`config.mk`:
```
export PLATFORM = sky130hd
export DESIGN_NAME = frac_inj_sel
export DESIGN_NICKNAME = d
export VERILOG_FILES = /design/src/rtl/frac_inj_sel_pkg.sv /design/src/rtl/fis_dsm.sv /design/src/rtl/fis_phase_ptr.sv /design/src/rtl/fis_sel_retime.sv /design/src/rtl/fis_gate_array.sv /design/src/rtl/frac_inj_sel.sv
export SDC_FILE = /design/constraint.sdc
export NUM_CORES = 1
export LEC_CHECK = 0
export BUFFER_PORTS_ARGS = -buffer_cell sky130_fd_sc_hd__buf_2
export CAP_MARGIN = 20
export CORE_MARGIN = 2
export CORE_UTILIZATION = 25
export CTS_CLUSTER_SIZE = 30
export DETAILED_ROUTE_END_ITERATION = 12
export PLACE_DENSITY = 0.55
export SLEW_MARGIN = 0
export SYNTH_ARGS = -nofsm -noshare
export SYNTH_HDL_FRONTEND = slang
export SYNTH_SLANG_ARGS = --single-unit
```
`constraint.sdc`:
```
create_clock -name clk_i -period 4 [get_ports clk_i]
set_input_delay 0.6 -clock clk_i [delete_from_list [all_inputs] [get_ports clk_i]]
set_output_delay 0.6 -clock clk_i [all_outputs]
set_load 0.01 [all_outputs]
```
`src/rtl/frac_inj_sel_pkg.sv`:
```
package frac_inj_sel_pkg;
  localparam int unsigned NUM_TAPS = 28;
  localparam int unsigned FRAC_W   = 16;
  localparam int unsigned PTR_W    = $clog2(NUM_TAPS);
  localparam int unsigned STEP_W   = PTR_W;
  typedef logic [PTR_W-1:0]    ptr_t;
  typedef logic [NUM_TAPS-1:0] tap_vec_t;
endpackage

```
`src/rtl/fis_dsm.sv`:
```
module fis_dsm #(
  parameter int unsigned FRAC_W = 16
) (
  input  logic              clk_i,
  input  logic              rst_ni,
  input  logic [FRAC_W-1:0] frac_i,
  output logic              carry_o
);
  logic [FRAC_W-1:0] acc_q;
  logic [FRAC_W:0]   sum;

  assign sum     = {1'b0, acc_q} + {1'b0, frac_i};
  assign carry_o = sum[FRAC_W];

  always_ff @(posedge clk_i or negedge rst_ni) begin
    if (!rst_ni) acc_q <= '0;
    else         acc_q <= sum[FRAC_W-1:0];
  end
endmodule

```
`src/rtl/fis_phase_ptr.sv`:
```
module fis_phase_ptr #(
  parameter int unsigned NUM_TAPS = 28,
  parameter int unsigned PTR_W    = $clog2(NUM_TAPS),
  parameter int unsigned STEP_W   = PTR_W
) (
  input  logic              clk_i,
  input  logic              rst_ni,
  input  logic [STEP_W-1:0] step_i,
  input  logic              carry_i,
  output logic [PTR_W-1:0]  ptr_o
);
  localparam int unsigned SUM_W = ((PTR_W > STEP_W) ? PTR_W : STEP_W) + 2;
  localparam logic [SUM_W-1:0] N1 = SUM_W'(NUM_TAPS);
  localparam logic [SUM_W-1:0] N2 = SUM_W'(2 * NUM_TAPS);

  logic [PTR_W-1:0] ptr_q;
  logic [SUM_W-1:0] sum, wrapped;

  assign sum = SUM_W'(ptr_q) + SUM_W'(step_i) + SUM_W'(carry_i);

  // ptr < N and step < 2^STEP_W <= 2N, so two compares suffice
  always_comb begin
    if (sum >= N2)      wrapped = sum - N2;
    else if (sum >= N1) wrapped = sum - N1;
    else                wrapped = sum;
  end

  always_ff @(posedge clk_i or negedge rst_ni) begin
    if (!rst_ni) ptr_q <= '0;
    else         ptr_q <= wrapped[PTR_W-1:0];
  end

  assign ptr_o = ptr_q;
endmodule

```
`src/rtl/fis_sel_retime.sv`:
```
module fis_sel_retime #(
  parameter int unsigned NUM_TAPS = 28,
  parameter int unsigned PTR_W    = $clog2(NUM_TAPS)
) (
  input  logic                clk_i,
  input  logic                rst_ni,
  input  logic [PTR_W-1:0]    ptr_i,
  input  logic                pulse_i,
  output logic [NUM_TAPS-1:0] sel_o
);
  logic [NUM_TAPS-1:0] dec, sel_q;

  for (genvar i = 0; i < NUM_TAPS; i++) begin : g_dec
    assign dec[i] = (ptr_i == PTR_W'(i));
  end

  // freeze the enables while a pulse is in flight
  always_ff @(posedge clk_i or negedge rst_ni) begin
    if (!rst_ni)       sel_q <= '0;
    else if (!pulse_i) sel_q <= dec;
  end

  assign sel_o = sel_q;
endmodule

```
`src/rtl/fis_gate_array.sv`:
```
module fis_gate_array #(
  parameter int unsigned NUM_TAPS = 28
) (
  input  logic [NUM_TAPS-1:0] sel_i,
  input  logic                pulse_i,
  output logic [NUM_TAPS-1:0] gate_no
);
  for (genvar i = 0; i < NUM_TAPS; i++) begin : g_nand
    assign gate_no[i] = ~(sel_i[i] & pulse_i);
  end
endmodule

```
`src/rtl/frac_inj_sel.sv`:
```
module frac_inj_sel
  import frac_inj_sel_pkg::*;
(
  input  logic              clk_i,
  input  logic              rst_ni,
  input  logic [STEP_W-1:0] step_i,
  input  logic [FRAC_W-1:0] frac_i,
  input  logic              inj_pulse_i,
  output ptr_t              ptr_o,
  output tap_vec_t          sel_o,
  output tap_vec_t          gate_no
);
  logic carry;

  fis_dsm #(.FRAC_W(FRAC_W)) i_dsm (
    .clk_i   (clk_i),
    .rst_ni  (rst_ni),
    .frac_i  (frac_i),
    .carry_o (carry)
  );

  fis_phase_ptr #(.NUM_TAPS(NUM_TAPS), .PTR_W(PTR_W), .STEP_W(STEP_W)) i_ptr (
    .clk_i   (clk_i),
    .rst_ni  (rst_ni),
    .step_i  (step_i),
    .carry_i (carry),
    .ptr_o   (ptr_o)
  );

  fis_sel_retime #(.NUM_TAPS(NUM_TAPS), .PTR_W(PTR_W)) i_sel (
    .clk_i   (clk_i),
    .rst_ni  (rst_ni),
    .ptr_i   (ptr_o),
    .pulse_i (inj_pulse_i),
    .sel_o   (sel_o)
  );

  fis_gate_array #(.NUM_TAPS(NUM_TAPS)) i_gate (
    .sel_i   (sel_o),
    .pulse_i (inj_pulse_i),
    .gate_no (gate_no)
  );
endmodule

```
==> results of run 1 <==
## where the power goes
part | internal [mW] | switching [mW]
clock network | 0.127 | 0.182
registers | 0.667 | 0.0973
logic | 0.886 | 0.925
## how the worst max path moves through the flow
stage	to	start	slack [ps]
global route	i_ptr.ptr_o[3]	i_dsm.acc_q[0]	-210
CTS	i_ptr.ptr_o[3]	i_dsm.acc_q[0]	-70
finish	i_ptr.ptr_o[3]	i_dsm.acc_q[0]	-40
floorplan	i_ptr.ptr_o[3]	frac_i[0]	-330
detailed placement	i_ptr.ptr_o[3]	frac_i[0]	-490
global placement	i_ptr.ptr_o[3]	frac_i[0]	-440
## sequential cells by signal (all words and copies together), names as in the netlist
register     cells
i_sel.sel_o     28
i_dsm.acc_q     16
i_ptr.ptr_o      5
## layout make-up
cell class,count,area (µm²),share of cell area
tap,136,170.2,0.04607
timing repair buffer,127,743.2,0.2012
clock buffer,5,68.82,0.01863
inverter,2,7.507,0.002033
clock inverter,3,25.02,0.006775
sequential,49,1226,0.3320
multi-input combinational,206,1453,0.3933
## cell families after synthesis
group | after synthesis | share of synthesized area
flip-flops | 49 | 0.4660
buffers and inverters | 6 | 0.008559
XOR/XNOR | 16 | 0.05326
AO/OA/AOI/OAI | 73 | 0.1717
AND/OR/NAND/NOR | 89 | 0.1602
adder cells (fa/ha/maj) | 26 | 0.1322
multiplexers | 2 | 0.008084
## synthesized netlist by cell type
library cell | number | area [µm²]
sky130_fd_sc_hd__a2111o_1 | 1 | 11.26
sky130_fd_sc_hd__a2111oi_4 | 1 | 27.53
sky130_fd_sc_hd__a211o_1 | 2 | 17.52
sky130_fd_sc_hd__a211oi_1 | 3 | 22.52
sky130_fd_sc_hd__a21bo_2 | 1 | 10.01
sky130_fd_sc_hd__a21boi_0 | 1 | 7.510
sky130_fd_sc_hd__a21o_1 | 5 | 37.54
sky130_fd_sc_hd__a21oi_1 | 13 | 65.06
sky130_fd_sc_hd__a21oi_2 | 1 | 8.760
sky130_fd_sc_hd__and4_1 | 1 | 8.760
sky130_fd_sc_hd__and4_2 | 1 | 10.01
sky130_fd_sc_hd__and4b_2 | 1 | 11.26
sky130_fd_sc_hd__clkbuf_1 | 4 | 15.01
sky130_fd_sc_hd__dfrtp_1 | 49 | 1226
sky130_fd_sc_hd__fa_1 | 3 | 60.06
sky130_fd_sc_hd__ha_1 | 23 | 287.8
sky130_fd_sc_hd__inv_1 | 2 | 7.510
sky130_fd_sc_hd__mux2_2 | 1 | 11.26
sky130_fd_sc_hd__mux2i_1 | 1 | 10.01
sky130_fd_sc_hd__nand2_1 | 43 | 161.4
sky130_fd_sc_hd__nand2b_1 | 5 | 31.28
sky130_fd_sc_hd__nand3_1 | 7 | 35.03
sky130_fd_sc_hd__nand3_2 | 1 | 10.01
sky130_fd_sc_hd__nand4_1 | 2 | 12.51
sky130_fd_sc_hd__nor2_1 | 12 | 45.04
sky130_fd_sc_hd__nor2b_1 | 6 | 37.54
sky130_fd_sc_hd__nor3_1 | 7 | 35.03
sky130_fd_sc_hd__o211ai_1 | 2 | 15.01
sky130_fd_sc_hd__o21a_1 | 1 | 7.510
sky130_fd_sc_hd__o21ai_0 | 37 | 185.2
sky130_fd_sc_hd__o21ai_1 | 1 | 5.000
sky130_fd_sc_hd__o21bai_1 | 2 | 15.01
sky130_fd_sc_hd__o221ai_1 | 1 | 8.760
sky130_fd_sc_hd__o31ai_1 | 1 | 7.510
sky130_fd_sc_hd__or2_0 | 1 | 6.260
sky130_fd_sc_hd__or3_1 | 1 | 6.260
sky130_fd_sc_hd__or3_4 | 1 | 11.26
sky130_fd_sc_hd__xnor2_1 | 12 | 105.1
sky130_fd_sc_hd__xor2_1 | 4 | 35.03
## through the flow
step / util / total power, mW
finish: 0.3594 / 2.884
global route: 0.3594 / 3.147
CTS: 0.3561 / 2.856
detailed placement: 0.3355 / 2.486
global placement: 0.3355 / 2.461
floorplan: - / 1.895
## worst max-delay path, cell delays in order (launching register included)
cell                       delay (ps)
sky130_fd_sc_hd__dfrtp_1          400
sky130_fd_sc_hd__ha_4             170
sky130_fd_sc_hd__fa_2             350
sky130_fd_sc_hd__a211oi_2         200
sky130_fd_sc_hd__nor2_2            70
sky130_fd_sc_hd__o31ai_2          210
sky130_fd_sc_hd__a211o_1          210
sky130_fd_sc_hd__a21oi_2           60
sky130_fd_sc_hd__a211o_1          290
sky130_fd_sc_hd__fa_2             350
sky130_fd_sc_hd__fa_2             360
sky130_fd_sc_hd__nand3_2           80
sky130_fd_sc_hd__nand2_2           70
sky130_fd_sc_hd__xor2_2           180
sky130_fd_sc_hd__ha_2             230
sky130_fd_sc_hd__nor3_2            50
sky130_fd_sc_hd__or3_4            390
sky130_fd_sc_hd__mux2_4           270
sky130_fd_sc_hd__nand2_1           50
## timing repair
action / CTS / global route
pin swaps: 3 / 1
gates resized for setup: 3 / 7
setup buffers: 14 / 1
endpoints found under the setup margin: 3 / 3
## layer usage
| layer | global-route usage | up-vias | routed length (µm) |
|---|---|---|---|
| met5 | 0 | - | 0 |
| li1 | - | 1196 | - |
| met4 | 0.04360 | 0 | 147 |
| met2 | 0.2252 | 54 | 3691 |
| met1 | 0.1638 | 1162 | 3138 |
| met3 | 0.01884 | 10 | 263 |
==> flow_metrics.py, run 1 <==
metrics = {
    "timing": {
        "grt_setup_unrepaired": "yes",
        "timing.fmax_mhz": 247.3,
        "tns_ps": -45.78,
        "worst-slew-pin-transition_ps": 526.5,
        "hold_ws_ps": 183.7,
        "final-setup-viol-count": 2,
        "final_period_util": 1.011,
        "timing_hold_violations_final": 0,
        "final.min_clock_period_ps": 4043,
        "fin_worst_skew_ps": 4.411,
        "max_slew_margin": 0.6490,
        "final_setup_slack_of_the_worst_path_ps": -42.94,
        "final_slew_viol_count": 0,
    },
    "worst_hold_path": {
        "holdCritPathClass": "primary input to asynchronous set/reset pin",
    },
    "clocking": {
        "cts-hold-fix-buffers": 0,
        "clock-root-buffer": "sky130_fd_sc_hd__clkbuf_8",
        "cts_tree": "done",
        "clockBufferDepth": 2,
        "cts_htree_levels": 2,
        "tritoncts.num_buffers": 5,
        "clock_sinks": 49,
        "worst_skew_pair.late_latency_ps": 310,
        "path_clk_slew_ps": 90,
    },
    "final_layout": {
        "fillerInstances": 1081,
        "final_common_cell": "sky130_fd_sc_hd__buf_2",
        "drive_above_1_share": 0.4031,
        "areaGrowthSynthToFinish_pct": 40.37,
        "antennaDiodeCount": 0,
        "design.final.nets": 441,
        "final_cell_count_no_fill": 528,
        "postLayoutCellArea_mm2": 0.003694,
        "layout.cells.most_common_list": "sky130_fd_sc_hd__buf_2, sky130_fd_sc_hd__dfrtp_1, sky130_fd_sc_hd__buf_4",
    },
    "setup_path": {
        "reg2reg_to": "i_ptr.ptr_o[3]",
        "ff2ff_path_depth": 18,
        "timing.setup.critical_path_class": "flip-flop to flip-flop",
        "reg2reg_from": "i_dsm.acc_q[0]",
        "cp_data_required_time_ps": 4250,
        "critical_path_peak_fanout": 5,
        "worstSetupEndpointType": "flip-flop",
        "critPathLaunchType": "flip-flop",
        "worst-r2r-setup-slack_ps": -40,
        "cp_data_arrival_time_ps": 4300,
    },
    "synth": {
        "yosys_warnings": 0,
        "syn_nets": 311,
        "synthesis.area_mm2": 0.002631,
        "synth.avg_cell_area_um2": 10.08,
        "ys_ff_latch": 49,
        "distinct_cell_type_count_of_the_synthesized_netlist": 39,
        "synth_cells": 261,
        "synth.yosys.seq_area_share": 0.4660,
    },
    "grt": {
        "grt_pass1_vias": 2343,
        "grt_antenna_before_repair": 0,
        "globalRouteTotalUtil": 0.1293,
        "grt_first_pass_wirelength_um": 11590,
        "grt_start_max_net_pins": 35,
        "grt-ovfl-total": 0,
    },
    "die": {
        "placementRows": 37,
        "area_of_the_die_mm2": 0.01136,
        "dieHeight_um": 106.6,
        "die_width_um": 106.6,
        "initial_standard_cell_utilization_of_the_core": 0.2560,
        "core_mm2": 0.01028,
        "io_pins": 85,
    },
    "drt": {
        "route.detailed.vias_per_inst": 4.587,
        "via_count": 2422,
        "postRouteWirelength_um": 7241,
        "remaining_drc_errors": 0,
        "drt-pass1-iter-count": 4,
        "starting_drc_count_in_detailed_routing": 76,
        "routedWlPerCell_um": 13.71,
        "ant_nets": 0,
    },
    "place": {
        "port-buffer-count": 84,
        "postPlaceCellArea_mm2": 0.003448,
        "hpwlAfterDp_um": 5588,
        "dp.cells": 505,
        "finalWeightedCongestion": 0.8583,
        "preCtsSetupSlack_ps": -490.9,
    },
    "power_and_ir_drop": {
        "total_leakage_power_nw": 1.767,
        "ir_worst_vdd_mv": 0.2544,
        "power_density_mw_per_mm2": 780.8,
    },
    "run_status": {
        "status": "complete, but fails checks",
        "failed_checks": "negative setup slack",
    },
    "job": {
        "drv_cap": 0,
    },
}
No activity file was read; power rests on OpenSTA's default activity.
==> run 2: changes to the inputs <==
--- a/config.mk
+++ b/config.mk
@@ -5,13 +5,14 @@
 export SDC_FILE = /design/constraint.sdc
 export NUM_CORES = 1
 export LEC_CHECK = 0
+export ABC_AREA = 1
 export BUFFER_PORTS_ARGS = -buffer_cell sky130_fd_sc_hd__buf_2
 export CAP_MARGIN = 20
 export CORE_MARGIN = 2
 export CORE_UTILIZATION = 25
 export CTS_CLUSTER_SIZE = 30
 export DETAILED_ROUTE_END_ITERATION = 12
-export PLACE_DENSITY = 0.55
+export PLACE_DENSITY = 0.54
 export SLEW_MARGIN = 0
 export SYNTH_ARGS = -nofsm -noshare
 export SYNTH_HDL_FRONTEND = slang
==> flow_metrics.py, run 2 <==
metrics = {
    "synth": {
        "synth-main-ff-cell": "sky130_fd_sc_hd__dfrtp_1",
        "synthMostInstantiatedCell": "sky130_fd_sc_hd__nand2_1",
        "postSynth.asyncResetShare": 1.000,
        "synth.avg_cell_area_um2": 8.288,
        "synthesis.area_mm2": 0.002843,
        "synth_cells": 343,
        "distinct_cell_type_count_of_the_synthesized_netlist": 27,
        "syn_nets": 393,
        "synth_area_leaders": "sky130_fd_sc_hd__dfrtp_1, sky130_fd_sc_hd__nand2_1, sky130_fd_sc_hd__ha_1",
        "synthDominantCellAreaShare": 0.4313,
        "ys_ff_latch": 49,
        "cell_type_with_the_largest_total_area_after_synthesis": "sky130_fd_sc_hd__dfrtp_1",
        "synth_edf_count": 0,
        "yosys_warnings": 0,
        "synth.yosys.seq_area_share": 0.4313,
        "synth.cells.most_frequent": "sky130_fd_sc_hd__nand2_1, sky130_fd_sc_hd__dfrtp_1, sky130_fd_sc_hd__inv_1",
    },
    "drt": {
        "routedWlPerCell_um": 12.59,
        "ant_nets": 0,
        "starting_drc_count_in_detailed_routing": 136,
        "via_count": 2585,
        "remaining_drc_errors": 0,
        "postRouteWirelength_um": 7264,
        "route.detailed.vias_per_inst": 4.480,
        "drt-pass1-iter-count": 4,
    },
    "clocking": {
        "cts_htree_levels": 2,
        "cts_tree": "done",
        "cts-hold-fix-buffers": 0,
        "cts_post_setup_buffers_inserted": 0,
        "clock_sinks": 49,
        "clock-root-buffer": "sky130_fd_sc_hd__clkbuf_16",
        "tritoncts.num_buffers": 5,
        "worst_skew_pair.late_latency_ps": 280,
        "path_clk_slew_ps": 60,
        "clockBufferDepth": 2,
    },
    "grt": {
        "grt_start_max_net_pins": 31,
        "grt_antenna_before_repair": 0,
        "grt_first_pass_wirelength_um": 12010,
        "globalRouteTotalUtil": 0.1194,
        "grt-ovfl-total": 0,
        "grt_pass1_vias": 2436,
    },
    "timing": {
        "final_period_util": 0.9217,
        "final-setup-viol-count": 0,
        "timing.fmax_mhz": 271.2,
        "fin_worst_skew_ps": 4.198,
        "timing_hold_violations_final": 0,
        "max_slew_margin": 0.6125,
        "final_slew_viol_count": 0,
        "worst-slew-pin-transition_ps": 581.2,
        "grt_setup_unrepaired": "no",
        "final.min_clock_period_ps": 3687,
    },
    "power_and_ir_drop": {
        "pwr-share-seq": 0.273,
        "power.total_mw": 2.857,
        "net-switching-power_mw": 1.248,
        "total_leakage_power_nw": 1.918,
        "cell_internal_pwr_mw": 1.609,
        "power.switching_fraction": 0.4368,
        "clockPowerShare": 0.168,
        "ir_worst_vdd_mv": 0.2153,
        "power.combinational.fraction": 0.559,
        "power_density_mw_per_mm2": 781.5,
    },
    "die": {
        "core_mm2": 0.01098,
        "io_pins": 85,
        "initial_standard_cell_utilization_of_the_core": 0.2588,
        "dieHeight_um": 110.6,
        "area_of_the_die_mm2": 0.01224,
        "placementRows": 38,
        "die_width_um": 110.6,
    },
    "place": {
        "finalWeightedCongestion": 0.8794,
        "hpwlAfterDp_um": 6087,
        "postPlaceCellArea_mm2": 0.003481,
        "port-buffer-count": 84,
    },
    "final_layout": {
        "layout.cells.most_common_list": "sky130_fd_sc_hd__nand2_1, sky130_fd_sc_hd__buf_2, sky130_fd_sc_hd__dfrtp_1",
        "fillerInstances": 1144,
        "antennaDiodeCount": 0,
        "drive_above_1_share": 0.2563,
        "largest_register_ffs": 28,
        "postLayoutCellArea_mm2": 0.003656,
        "final_common_cell": "sky130_fd_sc_hd__nand2_1",
        "areaGrowthSynthToFinish_pct": 28.61,
        "design.final.nets": 486,
    },
    "setup_path": {
        "critical_path_peak_fanout": 4,
        "cp_data_arrival_time_ps": 3860,
        "critPathLaunchType": "primary input",
        "timing.setup.critical_path_class": "primary input to flip-flop",
        "worstSetupEndpointType": "flip-flop",
        "cp_data_required_time_ps": 4170,
    },
    "worst_hold_path": {
        "holdCritPathClass": "primary input to asynchronous set/reset pin",
    },
    "run_status": {
        "status": "complete, no violations",
    },
    "job": {
        "drv_cap": 0,
    },
}
## run 2: critical path: stages
cell	delay (ps)
sky130_fd_sc_hd__buf_2	100
sky130_fd_sc_hd__ha_1	220
sky130_fd_sc_hd__fa_1	390
sky130_fd_sc_hd__nand2_1	80
sky130_fd_sc_hd__nand3_1	80
sky130_fd_sc_hd__and2_1	160
sky130_fd_sc_hd__nand3_1	70
sky130_fd_sc_hd__nand3_1	100
sky130_fd_sc_hd__nand2_1	80
sky130_fd_sc_hd__o21bai_1	80
sky130_fd_sc_hd__fa_1	420
sky130_fd_sc_hd__fa_2	390
sky130_fd_sc_hd__nand3_2	90
sky130_fd_sc_hd__nand3_2	80
sky130_fd_sc_hd__nand2_1	80
sky130_fd_sc_hd__nand2_1	70
sky130_fd_sc_hd__ha_1	180
sky130_fd_sc_hd__inv_1	80
sky130_fd_sc_hd__nor2_2	50
sky130_fd_sc_hd__nor2_2	170
sky130_fd_sc_hd__nand2_2	90
sky130_fd_sc_hd__nand2_1	70
sky130_fd_sc_hd__nand2_1	50
sky130_fd_sc_hd__nand2_1	50
sky130_fd_sc_hd__nand2_1	40
## run 2: path summary, 6_finish.rpt
path                                     start         endpoint  slack [ps]  cells past startpoint
worst max-delay path                 frac_i[0]   i_ptr.ptr_o[2]         310                     25
worst min-delay path                    rst_ni  i_dsm.acc_q[10]         310                      1
worst max register to register  i_dsm.acc_q[0]   i_ptr.ptr_o[2]         380                     24
worst min register to register  i_dsm.acc_q[0]   i_dsm.acc_q[0]         480                      1
max in group asynchronous               rst_ni  i_sel.sel_o[11]        3150                      2
min in group clk_i              i_dsm.acc_q[0]   i_dsm.acc_q[0]         480                      1
## run 2: area by class of cell
cell class	instances	area (µm²)	share of cell area
Clock inverter	1	30.03	0.008214
Timing Repair Buffer	91	485.5	0.1328
Tap cell	140	175.2	0.04791
Inverter	30	112.6	0.03080
Multi-Input combinational cell	259	1484	0.4059
Clock buffer	7	142.6	0.03901
Sequential cell	49	1226	0.3354
## run 2: timing repair
item / in CTS / in global routing
endpoints found under the hold margin: 0 / 0
setup endpoints to repair: 0 / 2
gates resized for setup: 0 / 1
## run 2: cell families after synthesis
family | share of synthesized area
adder cells (fa/ha/maj) | 0.1224
buffers and inverters | 0.04753
flip-flops | 0.4313
AO/OA/AOI/OAI | 0.1109
AND/OR/NAND/NOR | 0.2482
XOR/XNOR | 0.03962
## run 2: per-layer routing
metal / global-route usage / part of all wire
met5: 0 / 0
met3: 0.02031 / 0.036
met2: 0.2004 / 0.48
met4: 0.03250 / 0.0076
met1: 0.1590 / 0.48
## run 2: power by group through the flow
stage / logic (mW) / registers (mW) / clock network, mW
2_1_floorplan: 1.13 / 0.794 / 0
3_3_place_gp: 1.58 / 0.787 / 0
3_5_place_dp: 1.60 / 0.789 / 0
4_1_cts: 1.61 / 0.780 / 0.502
5_1_grt: 1.82 / 0.804 / 0.520
6_report: 1.60 / 0.780 / 0.480
## run 2: metrics by stage
step	worst slack (ps)	hold WS [ps]	util	std cells	setup TNS, ps
after floorplan	214.8	304.4	-	343	0
after global placement	15.84	454.5	0.3151	568	0
after detailed placement	-60.28	476.2	0.3169	569	-134.0
after CTS	231.0	332.1	0.3327	577	0
after global routing	65.29	354.2	0.3329	577	0
final	313.3	312.3	0.3329	577	0
==> run 3: changes to the inputs <==
--- a/config.mk
+++ b/config.mk
@@ -12,6 +12,7 @@
 export CORE_UTILIZATION = 25
 export CTS_CLUSTER_SIZE = 30
 export DETAILED_ROUTE_END_ITERATION = 12
+export MAX_ROUTING_LAYER = met4
 export PLACE_DENSITY = 0.54
 export SLEW_MARGIN = 0
 export SYNTH_ARGS = -nofsm -noshare
==> flow_metrics.py, run 3 (same netlist as run 2, synthesis figures left out) <==
metrics = {
    "run_status": {
        "status": "complete, no violations",
    },
    "drt": {
        "met1_length_um": 3547,
        "drt-pass1-iter-count": 7,
        "postRouteWirelength_um": 7477,
        "route.detailed.vias_per_inst": 4.468,
        "starting_drc_count_in_detailed_routing": 162,
        "via_count": 2578,
        "maxUsedRoutingLayer": "met4",
        "wl_met3_um": 253,
        "detailroute.wirelength.met2_um": 3580,
        "routedWlPerCell_um": 12.96,
        "remaining_drc_errors": 0,
        "ant_nets": 0,
    },
    "final_layout": {
        "antennaDiodeCount": 0,
        "drive_above_1_share": 0.2517,
        "largest_register_ffs": 28,
        "layout.cells.most_common_list": "sky130_fd_sc_hd__nand2_1, sky130_fd_sc_hd__buf_2, sky130_fd_sc_hd__dfrtp_1",
        "postLayoutCellArea_mm2": 0.003620,
        "final_common_cell": "sky130_fd_sc_hd__nand2_1",
        "design.final.nets": 486,
        "areaGrowthSynthToFinish_pct": 27.33,
        "final_design_utilization": 0.3296,
    },
    "setup_path": {
        "timing.setup.critical_path_class": "primary input to flip-flop",
        "worst_setup_path_startpoint": "frac_i[0]",
        "worstSetupEndpointType": "flip-flop",
        "reg2reg_to": "i_ptr.ptr_o[4]",
        "cp_data_required_time_ps": 4180,
        "reg2reg_from": "i_dsm.acc_q[0]",
        "critical_path_peak_fanout": 4,
        "worst-r2r-setup-slack_ps": 410,
        "critPathCapture": "i_ptr.ptr_o[4]",
        "cp_data_arrival_time_ps": 3830,
        "ff2ff_path_depth": 24,
        "critPathLaunchType": "primary input",
    },
    "timing": {
        "fin_worst_skew_ps": 4.694,
        "max_slew_margin": 0.6106,
        "timing.fmax_mhz": 273.7,
        "grt_setup_unrepaired": "no",
        "worst-slew-pin-transition_ps": 584.1,
        "timing_hold_violations_final": 0,
        "final.min_clock_period_ps": 3654,
        "final_slew_viol_count": 0,
        "final_setup_slack_of_the_worst_path_ps": 345.9,
        "final_period_util": 0.9135,
        "final-setup-viol-count": 0,
    },
    "clocking": {
        "cts_htree_levels": 2,
        "cts_tree": "done",
        "worst_skew_pair.late_latency_ps": 280,
        "cts_post_setup_buffers_inserted": 0,
        "clockBufferDepth": 2,
        "clock-root-buffer": "sky130_fd_sc_hd__clkbuf_16",
        "path_clk_slew_ps": 60,
        "number_of_instances_resized_during_post_cts_repair": 0,
        "cts-hold-fix-buffers": 0,
        "tritoncts.num_buffers": 5,
        "clock_sinks": 49,
    },
    "grt": {
        "grt_first_pass_wirelength_um": 12510,
        "grt_pass1_vias": 2544,
        "grt-ovfl-total": 0,
        "grt_start_max_net_pins": 31,
        "grt_antenna_before_repair": 0,
        "globalRouteTotalUtil": 0.1280,
    },
    "job": {
        "drv_cap": 0,
    },
    "place": {
        "port-buffer-count": 84,
        "preCtsSetupSlack_ps": -44.48,
        "postPlaceCellArea_mm2": 0.003481,
        "finalWeightedCongestion": 0.8853,
        "hpwlAfterDp_um": 6232,
    },
    "power_and_ir_drop": {
        "power_density_mw_per_mm2": 769.0,
        "power.total_mw": 2.784,
        "ir_worst_vdd_mv": 0.2009,
        "total_leakage_power_nw": 1.899,
    },
    "die": {
        "initial_standard_cell_utilization_of_the_core": 0.2588,
        "die_width_um": 110.6,
        "dieHeight_um": 110.6,
        "io_pins": 85,
        "placementRows": 38,
        "area_of_the_die_mm2": 0.01224,
        "core_mm2": 0.01098,
    },
    "worst_hold_path": {
        "holdCritPathClass": "primary input to asynchronous set/reset pin",
    },
}
run 3: where the power goes:
group	internal [mW]	switching (mW)	total, mW	leakage (nW)
Combinational	0.631	0.972	1.60	1.20
Clock	0.233	0.168	0.401	0.0652
Sequential	0.667	0.112	0.780	0.634
Total	1.53	1.25	2.78	1.90
run 3: worst min path at each step:
| stage | endpoint | cells past startpoint | start | slack, ps |
|---|---|---|---|---|
| after floorplan | i_dsm.acc_q[0] | 0 | rst_ni | 300 |
| after global placement | i_dsm.acc_q[0] | 1 | i_dsm.acc_q[0] | 460 |
| after detailed placement | i_dsm.acc_q[0] | 1 | i_dsm.acc_q[0] | 480 |
| after CTS | i_dsm.acc_q[10] | 1 | rst_ni | 330 |
| after global routing | i_dsm.acc_q[10] | 1 | rst_ni | 350 |
| final | i_dsm.acc_q[10] | 1 | rst_ni | 310 |
run 3: final cells by class:
type                       instances  area (µm²)
tap                              140       175.2
sequential                        49        1226
inverter                          30       112.6
multi-input combinational        259        1484
fill                            1152        7363
timing repair buffer              91       485.5
clock buffer                       8       136.4
run 3: critical path, stage by stage:
cell and delay (ps):
sky130_fd_sc_hd__buf_2 100, sky130_fd_sc_hd__ha_1 220, sky130_fd_sc_hd__fa_1 390, sky130_fd_sc_hd__nand2_1 80, sky130_fd_sc_hd__nand3_1 70, sky130_fd_sc_hd__and2_1 160, sky130_fd_sc_hd__nand3_1 70, sky130_fd_sc_hd__nand3_1 100
sky130_fd_sc_hd__nand2_1 80, sky130_fd_sc_hd__o21bai_1 70, sky130_fd_sc_hd__fa_1 420, sky130_fd_sc_hd__fa_2 400, sky130_fd_sc_hd__nand3_2 90, sky130_fd_sc_hd__nand3_2 80, sky130_fd_sc_hd__nand2_1 80, sky130_fd_sc_hd__nand2_1 70
sky130_fd_sc_hd__ha_1 180, sky130_fd_sc_hd__inv_1 80, sky130_fd_sc_hd__nor2_2 50, sky130_fd_sc_hd__nor2_2 160, sky130_fd_sc_hd__nand2_2 80, sky130_fd_sc_hd__nand2_1 60, sky130_fd_sc_hd__nand2_1 40, sky130_fd_sc_hd__nand2_1 50
sky130_fd_sc_hd__nand2_1 40
run 3: metrics by stage:
step | hold WS, ps | cells | TNS, ps
finish | 311.8 | 577 | 0
global route | 353.2 | 577 | 0
CTS | 327.2 | 577 | 0
detailed placement | 476.4 | 569 | -114.4
global placement | 455.2 | 568 | 0
floorplan | 304.4 | 343 | 0
run 3: per-layer routing:
metal | vias up | GRT usage
li1 | 1314 | -
met1 | 1205 | 0.1622
met2 | 55 | 0.2127
met3 | 4 | 0.02086
met4 | 0 | 0.03500
met5 | - | -
